--- config.mk ---
export PLATFORM = sky130hd
export DESIGN_NAME = trap_pc_seq
export DESIGN_NICKNAME = d
export VERILOG_FILES = /design/src/rtl/trap_pc_seq.sv
export SDC_FILE = /design/constraint.sdc
export NUM_CORES = 1
export LEC_CHECK = 0
export BUFFER_PORTS_ARGS = -buffer_cell sky130_fd_sc_hd__buf_2
export CAP_MARGIN = 20
export CORE_ASPECT_RATIO = 0.75
export CORE_UTILIZATION = 25
export DETAILED_ROUTE_END_ITERATION = 16
export PLACE_DENSITY = 0.48
export SYNTH_ARGS = -nofsm -noshare
export SYNTH_HDL_FRONTEND = slang
export SYNTH_SLANG_ARGS = --single-unit
--- constraint.sdc ---
create_clock -name clk -period 2.6 [get_ports clk]
set_input_delay 0.13 -clock clk [delete_from_list [all_inputs] [get_ports clk]]
set_output_delay 0.13 -clock clk [all_outputs]
set_load 0.005 [all_outputs]
--- src/rtl/trap_pc_seq.sv ---
module trap_pc_seq #(
  parameter int XLEN    = 32,
  parameter int FIELD_W = 26,
  parameter int STEP    = 4,
  parameter int LINK    = 8
) (
  input  logic               clk,
  input  logic               rst_n,
  input  logic               valid_i,
  input  logic               trap_i,
  input  logic               ret_i,
  input  logic               nop_i,
  input  logic [FIELD_W-1:0] vec_field_i,
  output logic [XLEN-1:0]    pc_o,
  output logic [XLEN-1:0]    next_pc_o,
  output logic [XLEN-1:0]    iar_o,
  output logic               illegal_o
);
  localparam int PAD = XLEN - FIELD_W;

  logic [XLEN-1:0] pc_q, iar_q, seq_pc, vec_pc;
  logic take_trap, take_ret;

  assign take_trap = valid_i & trap_i & ~ret_i & ~nop_i;
  assign take_ret  = valid_i & ret_i & ~trap_i & ~nop_i;
  assign illegal_o = valid_i & trap_i & ret_i & ~nop_i;

  assign seq_pc = pc_q + XLEN'(STEP);
  assign vec_pc = {{PAD{1'b0}}, vec_field_i};

  always_comb begin
    if (!valid_i)       next_pc_o = pc_q;
    else if (take_trap) next_pc_o = vec_pc;
    else if (take_ret)  next_pc_o = iar_q;
    else                next_pc_o = seq_pc;
  end

  always_ff @(posedge clk) begin
    if (!rst_n) begin
      pc_q  <= '0;
      iar_q <= '0;
    end else begin
      pc_q <= next_pc_o;
      if (take_trap) iar_q <= pc_q + XLEN'(LINK);
    end
  end

  assign pc_o  = pc_q;
  assign iar_o = iar_q;

  AST_TRAP_TARGET: assert property (@(posedge clk) disable iff (!rst_n)
    (valid_i && trap_i && !ret_i && !nop_i) |=> pc_o == {{PAD{1'b0}}, $past(vec_field_i)});
  AST_TRAP_LINK: assert property (@(posedge clk) disable iff (!rst_n)
    (valid_i && trap_i && !ret_i && !nop_i) |=> iar_o == $past(pc_o) + XLEN'(LINK));
  AST_RET_RESTORE: assert property (@(posedge clk) disable iff (!rst_n)
    (valid_i && ret_i && !trap_i && !nop_i) |=> pc_o == $past(iar_o));
  AST_NOP_SEQ: assert property (@(posedge clk) disable iff (!rst_n)
    (valid_i && nop_i) |=> (pc_o == $past(pc_o) + XLEN'(STEP)) && $stable(iar_o));
  AST_ILLEGAL_SEQ: assert property (@(posedge clk) disable iff (!rst_n)
    illegal_o |=> (pc_o == $past(pc_o) + XLEN'(STEP)) && $stable(iar_o));
  AST_STALL_HOLD: assert property (@(posedge clk) disable iff (!rst_n)
    !valid_i |=> $stable(pc_o) && $stable(iar_o));
  AST_STALL_NO_FLAG: assert property (@(posedge clk) disable iff (!rst_n)
    !valid_i |-> !illegal_o);
endmodule

==> impl_metrics.sql, run 1 <==
INSERT INTO impl_metrics (metric_group, metric, value, unit) VALUES
('status', 'run_status', 'finished clean', ''),
('logic_synthesis', 'number_of_enable_type_register_cells_in_the_synthesized_netlist', '0', ''),
('sta', 'drv_slew', '0', ''),
('drt', 'dr.first_iter.drc_count', '555', ''),
('global_route', 'global_route_wire_length_before_repair', '27400', 'um'),
('setup_path', 'worstPathMaxFanout', '6', ''),
('floorplan', 'num_io_pins', '129', ''),
('drt', 'drtPass1Iterations', '7', ''),
('finish', 'syn2layout_area_growth', '31.7', '%'),
('drt', 'wire_per_inst', '20.0', 'um'),
('clocking', 'cts_made_buffers', '9', ''),
('floorplan', 'core_area', '16200', 'um2'),
('drt', 'avgViaCountPerCell', '5.47', ''),
('setup_path', 'critical_path_required', '2470', 'ps'),
('logic_synthesis', 'synth-compound-area-share', '25.2', '%'),
('logic_synthesis', 'yosys.area_share.adder', '0.897', '%'),
('logic_synthesis', 'ys_ff_latch', '64', ''),
('sta', 'setup_repair_after_global_routing_missed_its_margin', 'false', ''),
('finish', 'layout-drive-gt1-share', '30.6', '%'),
('clocking', 'tritoncts', 'built', ''),
('sta', 'final.period_utilization', '94.3', '%'),
('finish', 'n_antenna_cell', '0', ''),
('clocking', 'tritoncts_num_sinks', '64', ''),
('placement', 'place_congestion', '0.915', ''),
('clocking', 'clkTransAtPathRegs', '60', 'ps'),
('sta', 'tns', '0', 'ps'),
('setup_path', 'critPathLaunchType', 'flip-flop', ''),
('sta', 'worstMarginPinSlew', '793', 'ps'),
('drt', 'vias', '4872', ''),
('sta', 'post-route-min-period', '2450', 'ps'),
('global_route', 'grt_antenna_before_repair', '0', ''),
('clocking', 'clock_insertion_delay_worst_skew', '350', 'ps'),
('floorplan', 'die_h', '114', 'um'),
('sta', 'finClkSkew', '7.12', 'ps'),
('global_route', 'vias_in_the_first_global_route', '4611', ''),
('sta', 'worst_case_headroom_to_the_max_slew_limit', '46.8', '%'),
('finish', 'final_core_utilization', '34.1', '%'),
('setup_path', 'endpoint_kind', 'output port', ''),
('power_and_ir_drop', 'power', '2.64', 'mW'),
('logic_synthesis', 'muxShareOfSynthArea', '0.509', '%'),
('logic_synthesis', 'synthesized_area', '4180', 'um2'),
('finish', 'multi_input_area', '2670', 'um2'),
('logic_synthesis', 'syn_inst', '541', ''),
('finish', 'seq_area', '1290', 'um2'),
('clocking', 'cts-root-to-sink-buffers', '2', ''),
('global_route', 'grt_use_total', '21.3', '%'),
('drt', 'antenna_left', '0', ''),
('hold_path', 'min-delay-path-class', 'primary input to flip-flop', ''),
('logic_synthesis', 'post_synth_xor_area_fraction', '6.91', '%'),
('logic_synthesis', 'synth-async-reset-ratio', '0', '%'),
('power_and_ir_drop', 'power.density_cell_area', '479', 'nW/um2'),
('global_route', 'grt_overflow_total', '0', ''),
('sta', 'max_freq', '408', 'MHz'),
('finish', 'num-fill-cells', '1756', ''),
('setup_path', 'worst_endpoint_data_arrival_time', '2320', 'ps'),
('drt', 'drcViolationCount', '0', ''),
('logic_synthesis', 'post_synth_num_cell_types', '66', ''),
('power_and_ir_drop', 'vdd_drop_max', '261', 'uV'),
('placement', 'port_buffers', '128', ''),
('finish', 'nNetsFinal', '710', ''),
('placement', 'placement.cell_area', '5190', 'um2'),
('sta', 'hold-worst-slack', '115', 'ps'),
('floorplan', 'initial_core_util', '25.9', '%'),
('logic_synthesis', 'syn-mean-instance-area', '7.73', 'um2'),
('logic_synthesis', 'yosys.area_share.simple', '30.1', '%'),
('sta', 'final_setup_violations', '0', ''),
('logic_synthesis', 'syn_nets', '576', ''),
('logic_synthesis', 'ys_warn_count', '0', ''),
('sta', 'report.final.hold_viol_count', '0', ''),
('floorplan', 'rows', '40', ''),
('logic_synthesis', 'main_combinational_cell_family_by_area_after_synthesis', 'simple AND/OR/NAND/NOR gates', ''),
('placement', 'place_hpwl', '13200', 'um'),
('logic_synthesis', 'synth_seq_area_share', '30.6', '%'),
('drt', 'routed_wl', '17800', 'um'),
('clocking', 'buffer_type_at_the_clock_tree_root', 'sky130_fd_sc_hd__clkbuf_16', ''),
('clocking', 'cts_htree_levels', '3', ''),
('setup_path', 'worstSetupPathType', 'flip-flop to output port', ''),
('flow_run', 'maxCapViolCount', '0', ''),
('power_and_ir_drop', 'power.leakage', '2.34', 'nW'),
('finish', 'final_cell_area_excluding_filler_cells', '5510', 'um2'),
('global_route', 'grt_start_max_net_pins', '34', ''),
('floorplan', 'die_w', '151', 'um'),
('floorplan', 'floorplan.die_area', '17300', 'um2'),
('logic_synthesis', 'synthFlopType', 'sky130_fd_sc_hd__dfxtp_1', '');
per-stage QoR:
| step | setup WS [ps] | std cells |
|---|---|---|
| after floorplan | 448 | 541 |
| after global placement | 360 | 872 |
| after detailed placement | 365 | 872 |
| after CTS | 21.3 | 888 |
| after global routing | 9.19 | 890 |
| final | 148 | 890 |
registers in the layout, indices dropped and copies added (netlist names):
signal / flops
pc_o: 32
iar_o: 32
critical path, stage by stage (launching register included):
cell and delay (ps):
sky130_fd_sc_hd__dfxtp_1 430, sky130_fd_sc_hd__and4_1 220, sky130_fd_sc_hd__or4b_4 500, sky130_fd_sc_hd__or3_1 340
sky130_fd_sc_hd__xor2_1 170, sky130_fd_sc_hd__a21oi_1 160, sky130_fd_sc_hd__buf_2 140
final timing paths:
path	start	endpoint	slack [ps]	cells past startpoint
worst max register to register	pc_o[3]	iar_o[31]	490	8
worst max-delay path	pc_o[21]	next_pc_o[25]	150	6
worst min register to register	iar_o[2]	iar_o[2]	470	2
worst min-delay path	vec_field_i[0]	pc_o[0]	110	3
layout make-up:
| type | count | share of cell area [%] |
|---|---|---|
| tap | 210 | 4.77 |
| timing repair buffer | 169 | 17.2 |
| inverter | 13 | 0.886 |
| clock buffer | 12 | 4.29 |
| multi-input combinational | 418 | 48.5 |
| sequential | 64 | 23.5 |
| clock inverter | 4 | 0.818 |
cell usage after synthesis (all sizes together) (10+ instances only):
| master | number | area [um2] |
|---|---|---|
| nand4 | 19 | 149 |
| a21oi | 47 | 235 |
| nor2 | 32 | 120 |
| and2 | 20 | 125 |
| buf | 21 | 97.6 |
| a211oi | 11 | 87.6 |
| nand2 | 42 | 158 |
| o21ai | 39 | 195 |
| xor2 | 10 | 87.6 |
| nand3 | 29 | 150 |
| nor4 | 10 | 92.6 |
| clkbuf | 25 | 93.8 |
| xnor2 | 23 | 201 |
| dfxtp | 64 | 1280 |
| inv | 12 | 45.0 |
| nor3 | 15 | 75.1 |
logic make-up after synthesis:
kind of cell | count (synthesis)
simple gates | 216
compound gates | 164
fa+ha+maj | 3
buf+inv | 59
mux | 2
xor+xnor | 33
flops | 64
report_power, final:
group / internal [mW] / switching (mW) / total [mW]
clock network: 0.738 / 0.478 / 1.22
logic: 0.150 / 0.222 / 0.373
registers: 1.01 / 0.0370 / 1.05
what timing repair did:
action / CTS / global route
resized for setup: 2 / 11
hold buffers: 0 / 0
hold endpoints to repair: 0 / 0
pin swaps: 0 / 1
buffers inserted: 0 / 2
endpoints found under the setup margin: 3 / 8
layout by cell type (no fill, tap or decap), drive strengths merged, types with 4 or more instances in the layout:
master  instances
nand3          29
a22oi           9
o31a            4
a31oi           8
buf           169
xor2           10
a211oi         11
o21ai          39
a221o           4
clkbuf         12
nor3b           5
and4            9
clkinv          4
and2           20
and3            9
nand2          42
or3             7
o22ai           6
inv            12
nor2           32
o21a            5
a32o            4
dfxtp          64
nor4           10
nand2b          5
nor3           15
xnor2          23
a21oi          47
nand4          19
a21boi          4
routing by layer:
layer  part of all wire (%)  up-vias  GRT usage, %  wire length, um
li1                       -     2289             -                -
met1                     49     2348          32.2             8700
met2                     41      219          29.6             7260
met3                    9.0       16          5.76             1600
met4                    1.1        0          4.33              204
met5                      0        -             0                0
Note: power is estimated with default switching activity, not from simulation.
==> inputs of run 2 (changes only) <==
- ABC_AREA: not set -> 1
- PLACE_DENSITY: 0.48 -> 0.46
==> run 2 against run 1 <==
  * Global-route usage decreased by 1.9 points
  * First-iteration DRC count shrank 40%
  * Synthesized cell count up 29%
  * Design area shrank 2.3%
  * Combinational power decreased by 6.7%
  * Wire length shrank 7.0%
  * Worst hold slack got worse by 49 ps
  * The run now ends with DRC left
  * Total power down 2.9%
  * Sequential share of layout area up 0.34 points
==> impl_metrics.sql, run 2 <==
INSERT INTO impl_metrics (metric_group, metric, value, unit) VALUES
('logic_synthesis', 'synthMostInstantiatedCell', 'sky130_fd_sc_hd__nand2_1', ''),
('logic_synthesis', 'number_of_enable_type_register_cells_in_the_synthesized_netlist', '0', ''),
('logic_synthesis', 'synth-compound-area-share', '18.3', '%'),
('logic_synthesis', 'yosysTopAreaCellShare', '30.1', '%'),
('logic_synthesis', 'muxShareOfSynthArea', '0', '%'),
('flow_run', 'maxCapViolCount', '0', ''),
('sta', 'report.final.hold_viol_count', '0', ''),
('floorplan', 'floorplan.die_area', '17600', 'um2'),
('sta', 'final_setup_violations', '0', ''),
('drt', 'antenna_left', '0', ''),
('clocking', 'cts_setup_buffers', '0', ''),
('drt', 'vias', '4754', ''),
('drt', 'drtPass1Iterations', '11', ''),
('finish', 'layout-drive-gt1-share', '22.3', '%'),
('clocking', 'cts_htree_levels', '3', ''),
('clocking', 'buffer_type_at_the_clock_tree_root', 'sky130_fd_sc_hd__clkbuf_16', ''),
('global_route', 'grt_antenna_before_repair', '0', ''),
('global_route', 'grt_use_total', '19.4', '%'),
('logic_synthesis', 'synth.cells.most_frequent', '192 x sky130_fd_sc_hd__nand2_1, 89 x sky130_fd_sc_hd__inv_1, 76 x sky130_fd_sc_hd__nor2_1, 67 x sky130_fd_sc_hd__a21oi_1, 64 x sky130_fd_sc_hd__dfxtp_1', ''),
('clocking', 'tritoncts_num_sinks', '64', ''),
('power_and_ir_drop', 'power.density_cell_area', '476', 'nW/um2'),
('setup_path', 'worstSetupPathType', 'flip-flop to output port', ''),
('logic_synthesis', 'syn_nets', '735', ''),
('placement', 'place_hpwl', '12400', 'um'),
('global_route', 'grt_start_max_net_pins', '40', ''),
('sta', 'max_freq', '435', 'MHz'),
('logic_synthesis', 'synthFlopType', 'sky130_fd_sc_hd__dfxtp_1', ''),
('floorplan', 'die_w', '153', 'um'),
('sta', 'finClkSkew', '3.99', 'ps'),
('logic_synthesis', 'syn_inst', '700', ''),
('drt', 'routed_wl', '16500', 'um'),
('setup_path', 'worst_endpoint_data_arrival_time', '2170', 'ps'),
('drt', 'wire_per_inst', '15.9', 'um'),
('finish', 'top_library_cells_by_usage_in_the_layout_fill_and_taps_aside', '192 x sky130_fd_sc_hd__nand2_1, 128 x sky130_fd_sc_hd__buf_2, 88 x sky130_fd_sc_hd__inv_1, 76 x sky130_fd_sc_hd__nor2_1, 67 x sky130_fd_sc_hd__a21oi_1', ''),
('status', 'run_status', 'finished, violations left', ''),
('sta', 'post-route-min-period', '2300', 'ps'),
('logic_synthesis', 'ys_warn_count', '0', ''),
('finish', 'leading_cell_type_in_the_layout_fill_and_taps_excluded', 'sky130_fd_sc_hd__nand2_1', ''),
('sta', 'worst_case_headroom_to_the_max_slew_limit', '43.9', '%'),
('logic_synthesis', 'synthesized_area', '4260', 'um2'),
('setup_path', 'critPathLaunchType', 'flip-flop', ''),
('logic_synthesis', 'yosys-top-cells-area', 'sky130_fd_sc_hd__dfxtp_1 30%, sky130_fd_sc_hd__nand2_1 17%, sky130_fd_sc_hd__a21oi_1 7.9%', ''),
('logic_synthesis', 'synth_seq_area_share', '30.1', '%'),
('logic_synthesis', 'ys_ff_latch', '64', ''),
('sta', 'drv_slew', '0', ''),
('finish', 'n_antenna_cell', '0', ''),
('global_route', 'vias_in_the_first_global_route', '4617', ''),
('logic_synthesis', 'post_synth_num_cell_types', '33', ''),
('logic_synthesis', 'main_combinational_cell_family_by_area_after_synthesis', 'simple AND/OR/NAND/NOR gates', ''),
('logic_synthesis', 'yosys.area_share.adder', '0.882', '%'),
('floorplan', 'initial_core_util', '26.1', '%'),
('sta', 'tns', '0', 'ps'),
('drt', 'dr.first_iter.drc_count', '334', ''),
('placement', 'port_buffers', '128', ''),
('power_and_ir_drop', 'power.leakage', '2.58', 'nW'),
('setup_path', 'endpoint_kind', 'output port', ''),
('floorplan', 'num_io_pins', '129', ''),
('floorplan', 'core_area', '16300', 'um2'),
('floorplan', 'rows', '40', ''),
('clocking', 'clkTransAtPathRegs', '50', 'ps'),
('clocking', 'holdBufCountCts', '0', ''),
('sta', 'worstMarginPinSlew', '841', 'ps'),
('logic_synthesis', 'synth-async-reset-ratio', '0', '%'),
('placement', 'place_congestion', '0.867', ''),
('status', 'violations', 'DRC', ''),
('logic_synthesis', 'syn-mean-instance-area', '6.08', 'um2'),
('logic_synthesis', 'yosys.area_share.simple', '34.6', '%'),
('clocking', 'tritoncts', 'built', ''),
('clocking', 'cts_made_buffers', '9', ''),
('hold_path', 'min-delay-path-class', 'primary input to flip-flop', ''),
('sta', 'postLayoutSetupSlackWorst', '303', 'ps'),
('logic_synthesis', 'post_synth_xor_area_fraction', '4.53', '%'),
('sta', 'setup_repair_after_global_routing_missed_its_margin', 'false', ''),
('finish', 'num-fill-cells', '1884', ''),
('logic_synthesis', 'synthDominantAreaCellType', 'sky130_fd_sc_hd__dfxtp_1', ''),
('sta', 'hold-worst-slack', '66.1', 'ps'),
('global_route', 'global_route_wire_length_before_repair', '26200', 'um'),
('clocking', 'cts-root-to-sink-buffers', '2', ''),
('clocking', 'clock_insertion_delay_worst_skew', '340', 'ps'),
('sta', 'final.period_utilization', '88.3', '%'),
('finish', 'nNetsFinal', '859', ''),
('drt', 'avgViaCountPerCell', '4.58', ''),
('drt', 'drcViolationCount', '6', ''),
('finish', 'syn2layout_area_growth', '26.5', '%'),
('floorplan', 'die_h', '115', 'um'),
('setup_path', 'worstPathMaxFanout', '7', ''),
('global_route', 'grt_overflow_total', '0', ''),
('placement', 'placement.setup.worst_slack', '650', 'ps'),
('power_and_ir_drop', 'vdd_drop_max', '297', 'uV'),
('setup_path', 'critical_path_required', '2470', 'ps');
-- run 2: cell families (layout without fill, tap and decap cells) --
kind of cell,after synthesis,count (layout)
and+or+nand+nor,344,344
AOI/OAI and AO/OA,146,146
buffers and inverters,121,249
DFF,64,64
xor gates and xnor gates,22,22
adders and majority gates,3,3
-- run 2: final timing paths --
path / start / end / slack [ps] / cells after the start
min reg2reg: pc_o[1] / iar_o[1] / 480 / 2
max reg2reg: pc_o[4] / iar_o[29] / 680 / 8
max: pc_o[4] / next_pc_o[19] / 300 / 11
min: vec_field_i[0] / pc_o[0] / 70 / 3
-- run 2: metal layers --
metal  vias to the layer above  global-route usage (%)  part of all wire, %
met2                       174                    28.5                   40
met5                         -                       0                    0
met3                        11                    6.11                  9.3
met4                         0                    4.78                  1.0
li1                       2482                       -                    -
met1                      2087                    27.5                   50
-- run 2: what timing repair did --
action	CTS	global route
setup endpoints to repair	0	1
endpoints found under the hold margin	0	0
gates resized for setup	0	1
-- run 2: critical path: stages, from the launching register on --
cell,delay (ps)
sky130_fd_sc_hd__dfxtp_1,470
sky130_fd_sc_hd__ha_1,270
sky130_fd_sc_hd__inv_1,70
sky130_fd_sc_hd__nor2_2,200
sky130_fd_sc_hd__nand2_2,160
sky130_fd_sc_hd__nor2_4,190
sky130_fd_sc_hd__nand2_1,70
sky130_fd_sc_hd__nand2_1,60
sky130_fd_sc_hd__nand3_1,70
sky130_fd_sc_hd__nand2_1,90
sky130_fd_sc_hd__nand2_1,50
sky130_fd_sc_hd__buf_2,120
-- run 2: final cells by class --
class	count	area, um2	area share (%)
inverter	93	349	6.49
tap	210	263	4.88
timing repair buffer	141	738	13.7
sequential	64	1280	23.8
multi-input combinational	515	2480	46.1
clock buffer	15	268	4.97
-- run 2: power breakdown --
part	leakage [nW]	internal (mW)	switching (mW)
combinational	1.93	0.139	0.209
sequential	0.520	1.02	0.0516
clock	0.130	0.694	0.449
total	2.58	1.85	0.710
-- run 2: per-stage QoR --
| step | std cells | instance area (um2) | total power, mW | util (%) |
|---|---|---|---|---|
| CTS | 1038 | 5380 | 2.59 | 33.0 |
| finish | 1038 | 5380 | 2.56 | 33.0 |
| global route | 1038 | 5380 | 2.68 | 33.0 |
| floorplan | 700 | 4260 | 1.26 | - |
| detailed placement | 1023 | 5110 | 1.44 | 31.3 |
| global placement | 1023 | 5110 | 1.44 | 31.3 |
==> inputs of run 3 (changes only) <==
- CORE_MARGIN: not set -> 2
- RECOVER_POWER: not set -> 25
- clock period: 2.6 -> 3 ns (I/O delays scaled with it)
==> run 3 against run 2 <==
  * The flow now finishes without violations
  * Clock power shrank 13%
  * First-iteration DRC count shrank 16%
  * Sequential share of layout area grew 0.29 points
  * Cell count shrank 0.19%
  * Sequential cell count is the same
  * Critical path type unchanged
  * Die area grew 3.1%
  * Via count shrank 0.67%
  * Clock skew grew 2.5 ps
  * Highest routed layer unchanged
  * Worst hold slack gained 17 ps
  * Register-to-register slack gained 260 ps
  * Clock-buffer cell count is the same
==> impl_metrics.sql, run 3 (synthesis results as in run 2) <==
INSERT INTO impl_metrics (metric_group, metric, value, unit) VALUES
('status', 'run_status', 'finished clean', ''),
('floorplan', 'initial_core_util', '25.4', '%'),
('placement', 'place_hpwl', '12300', 'um'),
('floorplan', 'rows', '41', ''),
('power_and_ir_drop', 'vdd_drop_max', '184', 'uV'),
('finish', 'syn2layout_area_growth', '24.9', '%'),
('finish', 'n_antenna_cell', '0', ''),
('sta', 'report.final.hold_viol_count', '0', ''),
('clocking', 'cts-root-to-sink-buffers', '2', ''),
('global_route', 'grt_overflow_total', '0', ''),
('sta', 'worstMarginPinSlew', '847', 'ps'),
('placement', 'placement.setup.worst_slack', '753', 'ps'),
('global_route', 'grt_use_total', '18.8', '%'),
('floorplan', 'floorplan.die_area', '18100', 'um2'),
('drt', 'drcViolationCount', '0', ''),
('clocking', 'clock_insertion_delay_worst_skew', '340', 'ps'),
('hold_path', 'min-delay-path-class', 'primary input to flip-flop', ''),
('clocking', 'clkTransAtPathRegs', '50', 'ps'),
('setup_path', 'worst_path_dominant_cell_family', 'simple AND/OR/NAND/NOR gates', ''),
('clocking', 'cts_setup_buffers', '0', ''),
('clocking', 'tritoncts_num_sinks', '64', ''),
('sta', 'worst_case_headroom_to_the_max_slew_limit', '43.4', '%'),
('sta', 'final.period_utilization', '83.8', '%'),
('setup_path', 'worstSetupPathType', 'flip-flop to output port', ''),
('placement', 'place_congestion', '0.829', ''),
('clocking', 'post_cts_resize_count', '0', ''),
('clocking', 'buffer_type_at_the_clock_tree_root', 'sky130_fd_sc_hd__clkbuf_16', ''),
('global_route', 'vias_in_the_first_global_route', '4435', ''),
('finish', 'final_core_utilization', '31.8', '%'),
('drt', 'wire_per_inst', '16.0', 'um'),
('setup_path', 'critical_path_required', '2850', 'ps'),
('drt', 'dr.first_iter.drc_count', '282', ''),
('drt', 'routed_wl', '16600', 'um'),
('sta', 'hold-worst-slack', '83.3', 'ps'),
('floorplan', 'core_area', '16700', 'um2'),
('setup_path', 'worstPathCellList', 'ha_1 -> inv_1 -> nor2_4 -> nand2_1 -> nor2_1 -> nand2_1 -> nand2_1 -> nand3_1 -> nand2_1 -> nand2_1 -> buf_2', ''),
('finish', 'layout-drive-gt1-share', '18.1', '%'),
('finish', 'top_library_cells_by_usage_in_the_layout_fill_and_taps_aside', '192 x sky130_fd_sc_hd__nand2_1, 101 x sky130_fd_sc_hd__buf_2, 89 x sky130_fd_sc_hd__inv_1, 76 x sky130_fd_sc_hd__nor2_1, 67 x sky130_fd_sc_hd__a21oi_1', ''),
('setup_path', 'critPathLaunchType', 'flip-flop', ''),
('floorplan', 'num_io_pins', '129', ''),
('drt', 'antenna_left', '0', ''),
('sta', 'setup_repair_after_global_routing_missed_its_margin', 'false', ''),
('drt', 'drtPass1Iterations', '6', ''),
('sta', 'drv_slew', '0', ''),
('sta', 'max_freq', '398', 'MHz'),
('sta', 'finClkSkew', '6.52', 'ps'),
('finish', 'nNetsFinal', '852', ''),
('placement', 'port_buffers', '128', ''),
('floorplan', 'die_w', '155', 'um'),
('setup_path', 'crit_path_top_delay_cell', 'sky130_fd_sc_hd__dfxtp_1', ''),
('power_and_ir_drop', 'power', '2.21', 'mW'),
('setup_path', 'setup.worst_path.start', 'pc_o[2]', ''),
('clocking', 'tritoncts', 'built', ''),
('global_route', 'global_route_wire_length_before_repair', '25800', 'um'),
('setup_path', 'worst_endpoint_data_arrival_time', '2370', 'ps'),
('floorplan', 'die_h', '117', 'um'),
('drt', 'avgViaCountPerCell', '4.56', ''),
('setup_path', 'endpoint_kind', 'output port', ''),
('setup_path', 'worstPathMaxFanout', '10', ''),
('clocking', 'holdBufCountCts', '0', ''),
('sta', 'tns', '0', 'ps'),
('hold_path', 'worst_hold_startpoint', 'vec_field_i[0]', ''),
('setup_path', 'worst_path_largest_cell_delay', '600', 'ps'),
('setup_path', 'critical_path.reg2reg.startpoint', 'pc_o[2]', ''),
('setup_path', 'critPathMostFrequentCell', 'sky130_fd_sc_hd__nand2_1', ''),
('clocking', 'cts_htree_levels', '3', ''),
('drt', 'vias', '4722', ''),
('setup_path', 'critical_path.n_buffers_inverters', '2', ''),
('finish', 'leading_cell_type_in_the_layout_fill_and_taps_excluded', 'sky130_fd_sc_hd__nand2_1', ''),
('sta', 'final_setup_violations', '0', ''),
('sta', 'post-route-min-period', '2520', 'ps'),
('clocking', 'cts_made_buffers', '9', ''),
('power_and_ir_drop', 'power.density_cell_area', '416', 'nW/um2'),
('global_route', 'grt_antenna_before_repair', '0', ''),
('power_and_ir_drop', 'power.leakage', '2.44', 'nW'),
('flow_run', 'maxCapViolCount', '0', ''),
('sta', 'postLayoutSetupSlackWorst', '485', 'ps'),
('global_route', 'grt_start_max_net_pins', '53', '');
==> run 3: cell count changes in the layout (fill, tap and decap cells not counted), sizes merged <==
cell    previous run  this run
buf              141       107
clkbuf            15        42
==> run 3: per-layer routing <==
metal  share of wire [%]  wire length [um]  GRT usage, %
met3                 7.1              1180          5.19
met2                  40              6620          26.9
met5                   0                 0             0
met4                0.99               165          4.20
met1                  52              8650          28.0
==> run 3: cell type report <==
type / count / area, um2
tap: 215 / 269
clock buffer: 15 / 268
multi-input combinational: 515 / 2480
timing repair buffer: 134 / 664
sequential: 64 / 1280
fill: 1915 / 11400
inverter: 93 / 349
==> run 3: metrics by stage <==
step                      instance area [um2]  instances
after floorplan                          4260        700
after global placement                   5080       1021
after detailed placement                 5080       1021
after CTS                                5350       1036
after global routing                     5310       1036
final                                    5310       1036
==> run 3: worst reg2reg max path: stages (launching register included) <==
cell                      delay [ps]
sky130_fd_sc_hd__dfxtp_1         600
sky130_fd_sc_hd__ha_1            290
sky130_fd_sc_hd__inv_1            80
sky130_fd_sc_hd__nor2_4          180
sky130_fd_sc_hd__nand2_1         110
sky130_fd_sc_hd__nor2_1          240
sky130_fd_sc_hd__nand2_1          90
sky130_fd_sc_hd__nand2_1          70
sky130_fd_sc_hd__nand3_1          70
sky130_fd_sc_hd__nand2_1         120
sky130_fd_sc_hd__a21oi_1          60
==> run 3: final timing paths <==
path	slack [ps]	cells past startpoint	endpoint
hold / removal	80	3	pc_o[0]
setup reg to reg	940	10	pc_o[28]
hold reg to reg	480	2	iar_o[0]
setup / recovery	480	11	next_pc_o[28]
==> run 3: power breakdown <==
group / internal, mW / switching [mW]
Combinational: 0.112 / 0.176
Clock: 0.601 / 0.387
Sequential: 0.884 / 0.0499
Total: 1.60 / 0.613
